$ cat config.mk
export PLATFORM = sky130hd
export DESIGN_NAME = range_chunker
export DESIGN_NICKNAME = d
export VERILOG_FILES = /design/src/rtl/range_chunker.sv
export SDC_FILE = /design/constraint.sdc
export NUM_CORES = 1
export LEC_CHECK = 0
export CAP_MARGIN = 20
export CELL_PAD_IN_SITES_DETAIL_PLACEMENT = 1
export CELL_PAD_IN_SITES_GLOBAL_PLACEMENT = 1
export CORE_UTILIZATION = 25
export CTS_CLUSTER_SIZE = 25
export DETAILED_ROUTE_END_ITERATION = 12
export GPL_ROUTABILITY_DRIVEN = 0
export HOLD_SLACK_MARGIN = 0.1
export PLACE_DENSITY_LB_ADDON = 0.1
export SYNTH_ARGS = -nofsm -noshare
export SYNTH_HDL_FRONTEND = slang
export SYNTH_SLANG_ARGS = --single-unit
$ cat constraint.sdc
create_clock -name clk -period 9.7 [get_ports clk]
set_clock_uncertainty 0.2 [all_clocks]
set_input_delay 1.94 -clock clk [delete_from_list [all_inputs] [get_ports clk]]
set_output_delay 1.94 -clock clk [all_outputs]
set_load 0.01 [all_outputs]
$ cat src/rtl/range_chunker.sv
module range_chunker #(
  parameter int AW         = 32,
  parameter int LINE_BYTES = 64,
  parameter int MAX_BYTES  = 1 << 22
) (
  input  logic          clk,
  input  logic          rst_n,
  input  logic          req_valid,
  output logic          req_ready,
  input  logic [AW-1:0] req_start,
  input  logic [AW-1:0] req_end,
  output logic          cmd_valid,
  input  logic          cmd_ready,
  output logic [1:0]    cmd_kind,
  output logic [AW-1:0] cmd_addr,
  output logic [AW-1:0] cmd_size,
  output logic          done
);
  localparam logic [AW-1:0] LMASK   = ~AW'(LINE_BYTES - 1);
  localparam logic [AW-1:0] LIMIT   = AW'(MAX_BYTES - LINE_BYTES);
  localparam logic [AW-1:0] ALL_THR = AW'(0) - AW'(LINE_BYTES);

  typedef enum logic [1:0] {S_IDLE, S_RANGE, S_ALL, S_SYNC} state_t;

  state_t        state;
  logic [AW-1:0] cur, rem;
  logic [AW-1:0] a_start, raw_len, up_len, chunk;
  logic          fire;

  assign a_start = req_start & LMASK;
  assign raw_len = req_end - a_start;
  assign up_len  = (raw_len + AW'(LINE_BYTES - 1)) & LMASK;
  assign chunk   = (rem < LIMIT) ? rem : LIMIT;

  assign req_ready = (state == S_IDLE);
  assign cmd_valid = (state != S_IDLE);
  assign fire      = cmd_valid && cmd_ready;
  assign cmd_kind  = (state == S_ALL) ? 2'd1 : (state == S_SYNC) ? 2'd2 : 2'd0;
  assign cmd_addr  = (state == S_RANGE) ? cur : '0;
  assign cmd_size  = (state == S_RANGE) ? chunk : '0;

  always_ff @(posedge clk) begin
    if (!rst_n) begin
      state <= S_IDLE;
      cur   <= '0;
      rem   <= '0;
      done  <= 1'b0;
    end else begin
      done <= 1'b0;
      case (state)
        S_IDLE:
          if (req_valid) begin
            cur <= a_start;
            rem <= up_len;
            if (raw_len >= ALL_THR) state <= S_ALL;
            else if (up_len == '0)  state <= S_SYNC;
            else                    state <= S_RANGE;
          end
        S_RANGE:
          if (fire) begin
            cur <= cur + chunk;
            rem <= rem - chunk;
            if (rem == chunk) state <= S_SYNC;
          end
        S_ALL:
          if (fire) state <= S_SYNC;
        default:
          if (fire) begin
            state <= S_IDLE;
            done  <= 1'b1;
          end
      endcase
    end
  end

  p_idle_quiet_r8: assert property (@(posedge clk) disable iff (!rst_n)
    req_ready |-> !cmd_valid);

  p_hold_r9: assert property (@(posedge clk) disable iff (!rst_n)
    cmd_valid && !cmd_ready |=> cmd_valid && $stable(cmd_kind) && $stable(cmd_addr) && $stable(cmd_size));

  p_chunk_limit_r4: assert property (@(posedge clk) disable iff (!rst_n)
    cmd_valid && cmd_kind == 2'd0 |-> cmd_size <= LIMIT && cmd_size != '0);

  p_aligned_r1: assert property (@(posedge clk) disable iff (!rst_n)
    cmd_valid && cmd_kind == 2'd0 |-> (cmd_addr & ~LMASK) == '0 && (cmd_size & ~LMASK) == '0);

  p_all_then_sync_r6: assert property (@(posedge clk) disable iff (!rst_n)
    cmd_valid && cmd_ready && cmd_kind == 2'd1 |=> cmd_valid && cmd_kind == 2'd2);

  p_done_after_sync_r8: assert property (@(posedge clk) disable iff (!rst_n)
    cmd_valid && cmd_ready && cmd_kind == 2'd2 |=> done && req_ready);

  p_done_pulse_r8: assert property (@(posedge clk) disable iff (!rst_n)
    done |=> !done);
endmodule

Word level (Yosys, flattened, before mapping) --
Index checks and enable logic that the tools add are counted.
Word-level totals: register bits 67, bits of input ports 68, word-level logic and storage cells 48, output and inout port bits 69
Operators by class: $lt $le $gt $ge 2, bitwise logic cells 1, equal/unequal tests 8, reductions and logical operators 9, add/subtract/negate cells 4, mux-type cells 20
Operators by type and width (number):
- 32-bit two-way mux | 7
- 32-bit case mux with 2 select lines | 2
- 32-bit subtractor | 2
- 32-bit adder | 1
- 32-bit by 6-bit adder with 32-bit output, second input constant | 1
- 32-bit equality test | 1
- 32-bit greater-or-equal comparator, second input constant | 1
- 32-bit zero test | 1
- 32-bit by 22-bit < comparator with 1-bit output, second input constant | 1
- 2-bit two-way mux | 9
- 2-bit inequality test, second input constant | 3
- 2-bit case mux with 3 select lines | 1
- 2-bit nonzero test | 3
- 5-bit AND reduction | 1
- 2-bit equality test, second input constant | 2
- 4-bit OR reduction | 1
- 3-bit AND reduction | 1
- 2-bit by 1-bit equality test with 1-bit output, second input constant | 1
- 2-bit zero test | 1
- 2-bit by 1-bit inequality test with 1-bit output, second input constant | 1
- 1-bit logical AND | 1
- 1-bit two-way mux | 1
- 1-bit inverter | 1

Depth between registers and ports, before layout --
depth in word-level cells 7, depth in mapped cells 19, depth with buffers taken out 18

Worst setup path before layout --
No wires, ideal clock.
kind in2reg, start input req_end[6], end register rem[26], setup time 128 ps, arrival time 5300 ps, stages 15, setup slack 4073 ps, data required time 9372 ps, path buffers 1, cells stage by stage inv_1 -> ha_1 -> fa_1 -> xor2_1 -> nor3_1 -> nor2b_1 -> nand3_1 -> or3_1 -> a211oi_4 -> and4_1 -> buf_6 -> or3b_2 -> xor2_1 -> a221oi_1 -> nor2_1
On the way: cells in the longest elaborated chain, start to end 4
RTL lines:
- start: declaration | line 11 | input logic [AW-1:0] req_end,
- 32-bit subtractor | line 31 | assign raw_len = req_end - a_start;
- 32-bit by 6-bit adder with 32-bit output | line 32 | assign up_len = (raw_len + AW'(LINE_BYTES - 1)) & LMASK;
- 32-bit two-way mux | line 52 | if (req_valid) begin
- 32-bit case mux with 2 select lines | line 50 | case (state)
- end signal: assignment | line 54 | rem <= up_len;
- end signal: assignment | line 62 | rem <= rem - chunk;
- end: declaration | line 26 | logic [AW-1:0] cur, rem;
No other way between the ends. The select of a mux whose other input is x is not followed. A chain may end at the register's enable or synchronous reset.

Worst setup path in the final report --
start input req_start[6], end register state[1]
On the way: cells in the longest elaborated chain, start to end 7, elaborated cells between the ends (all ways) 8, those cells by class 2 x add/sub; 1 x order compare; 4 x mux; 1 x reduce/logical
RTL lines:
- start: declaration | line 10 | input logic [AW-1:0] req_start,
- 32-bit subtractor (*) | line 31
- 32-bit by 6-bit adder with 32-bit output | line 32
- 32-bit zero test | line 56 | else if (up_len == '0) state <= S_SYNC;
- 2-bit two-way mux | line 56
- 2-bit two-way mux (*) | line 55 | if (raw_len >= ALL_THR) state <= S_ALL;
- 2-bit two-way mux (*) | line 52
- 2-bit case mux with 3 select lines (*) | line 50
- end signal: assignment | line 55
- end signal: assignment | line 56
- end signal: assignment | line 57 | else state <= S_RANGE;
- end: declaration | line 25 | state_t state;
Every way passes the cells marked *; elsewhere a longest branch is shown, timed or not. The select of a mux whose other input is x is not followed.

==> reports/summary.txt <==
CTS Sinks: 67
Synthesis-to-layout area growth: 24.0%
Achievable frequency: 154 MHz
Ranking of synthesized cells by area: dfxtp_1, ha_1, a21oi_1
Via Count: 7,918
Largest net degree at the start of global routing: 73
Router iterations before antenna repair: 5
Worst Hold Launch: cur[16]
Crit path kind: in -> reg
Synth area leader: dfxtp_1
H-tree levels: 3
Post-cts resize count: 0
Final net count: 1,290
Die Y: 177 um
Synth unique cells: 71
Initial antenna violation count: 0
FF+latch area: 1340 um2
Post-synth EDFFs: 0
MaxCap Viol Count: 0
Clock transition at path regs: 60 ps
Antenna Nets Post-Route: 0
Crit Reg-Reg Startpoint: rem[22]
Setup crit end kind: flip-flop
Worst-Margin Slew: 986 ps
Worst Path Arrival: 6600 ps
Via/cell ratio: 5.10
Commonest cells after routing, fill and taps aside: clkdlybuf4s50_1, nor2_1, a21oi_1, o21ai_0, nand2_1
Status: finished, final reports clean
YS warnings: 0
Cells after Synth: 1,060
CP startpoint kind: input port
Gr ovfl total: 0
Register area share after synthesis: 17.6%
Crit-path max FO: 7
Max Root-Sink Buffers: 2
Post-CTS setup repair buffer count: 0
Average cell area after synthesis: 7.21 um2
FF+latch count, synth: 67
Commonest non-fill, non-tap cell in the layout: clkdlybuf4s50_1
Row cnt: 63
Die X: 177 um
DP Worst Slack: 2770 ps
Final Hold Fails: 0
Mapped cell area: 7640 um2
Total GRT Usage: 17.4%
DRT Wirelength: 27,000 um
LEAKAGE: 3.82 nW
Clock latency on the worst-skew pair: 350 ps
Crit. Startpoint: req_start[6]
Layout cell share with drive strength beyond 1: 4.47%
Iteration-0 DRC Markers: 261
Footprint of the multi-input gates: 5920 um2
DR DRC count: 0
CTS Root Cell: clkbuf_16
First-pass GRT wire length: 42,700 um
Worst Path Required: 9790 ps
Hold Buf Count CTS: 0
Post-synth top area share: 17.6%
Drt wl/cell: 17.4 um
Number of global-route vias before repair: 7,744
Final WS setup: 3200 ps
Final-report setup violation count: 0
Max-slew headroom: 34.1%
Initial core utilization: 25.6%
Synth async-reset ratio: 0%
Max-slew violation count: 0
Die area: 31,300 um2
N_diodes: 0
Worst IR Drop VDD: 0.101 mV
Filler cell count: 3,658
RSZ-0062 raised after global routing: no
Power per standard cell area: 280 nW/um2
Final min period: 6500 ps
Post-synth top flop: dfxtp_1
Final period utilization: 67.1%
IO buf count: 120
Accumulated negative setup slack: 0 ps
CTS tree: built
CTS Buf Count: 9
I/O pins: 137
Dpl hpwl: 21,100 um
Core area: 29,900 um2
Worst min-delay path class: reg -> reg
## synthesized netlist by cell type (23+ instances only)
master,n
a21o_1,28
a21oi_1,88
and2_1,61
and3_1,23
clkbuf_1,45
dfxtp_1,67
ha_1,61
inv_1,49
nand2_1,71
nand3_1,30
nor2_1,90
nor3_1,26
o21ai_0,83
xnor2_1,43
## state kept, by name, indices dropped and copies added, names as in the netlist
name   cells
rem       32
state      2
cur       32
done       1
## critical path, stage by stage
cell	delay, ps
clkdlybuf4s50_1	560
ha_1	240
fa_1	220
and2b_1	220
o2111ai_1	350
nand4_1	180
a221oi_1	740
o21ai_0	220
xor2_1	340
and4_1	440
nand4_4	130
or3b_1	390
a2111oi_2	450
a22o_1	190
## per-stage QoR
stage / utilization [%] / power [mW] / instance area, um2 / instances / hold slack, ps
2_1_floorplan: - / 1.77 / 7700 / 1078 / 250
3_3_place_gp: 30.8 / 2.35 / 9210 / 1538 / 294
3_5_place_dp: 30.8 / 2.36 / 9210 / 1538 / 301
4_1_cts: 31.7 / 2.68 / 9470 / 1554 / 313
5_1_grt: 31.7 / 2.90 / 9470 / 1554 / 320
6_report: 31.7 / 2.65 / 9470 / 1554 / 306
## metal layers
layer  routed length [um]  global-route usage (%)  vias to the layer above
met5                    0                       0                        -
met4                  266                    4.20                        0
met3                  530                    1.25                       13
met2                11600                    26.9                      112
met1                14600                    25.8                     3760
li1                     -                       -                     4033
## kinds of logic (layout without fill, tap and decap cells)
family	after synthesis	after routing	share of synthesized area (%)
simple gates	401	401	27.6
buf+inv	109	195	6.08
fa+ha+maj	63	63	10.5
xor+xnor	64	64	7.44
compound gates	339	339	28.7
other cells	2	20	0.0983
mux	15	15	1.97
flops	67	67	17.6
## cell type report
class	count	share of cell area (%)
Clock buffer	10	2.42
Tap cell	390	5.15
Sequential cell	67	14.2
Clock inverter	6	0.343
Inverter	49	1.94
Multi-Input combinational cell	902	62.5
Timing Repair Buffer	130	13.5
## power breakdown
group | switching (mW) | internal (mW) | total (mW)
clock network | 0.137 | 0.171 | 0.307
logic | 1.09 | 0.797 | 1.89
registers | 0.0933 | 0.360 | 0.453
total | 1.32 | 1.33 | 2.65
## final timing paths
kind,cells past startpoint,to,slack (ps)
worst max-delay path,14,state[1],3200
worst min register to register,2,cur[16],310
worst min-delay path,2,cur[16],310
worst max register to register,18,cur[30],3930
Note: power is estimated with default switching activity, not from simulation.
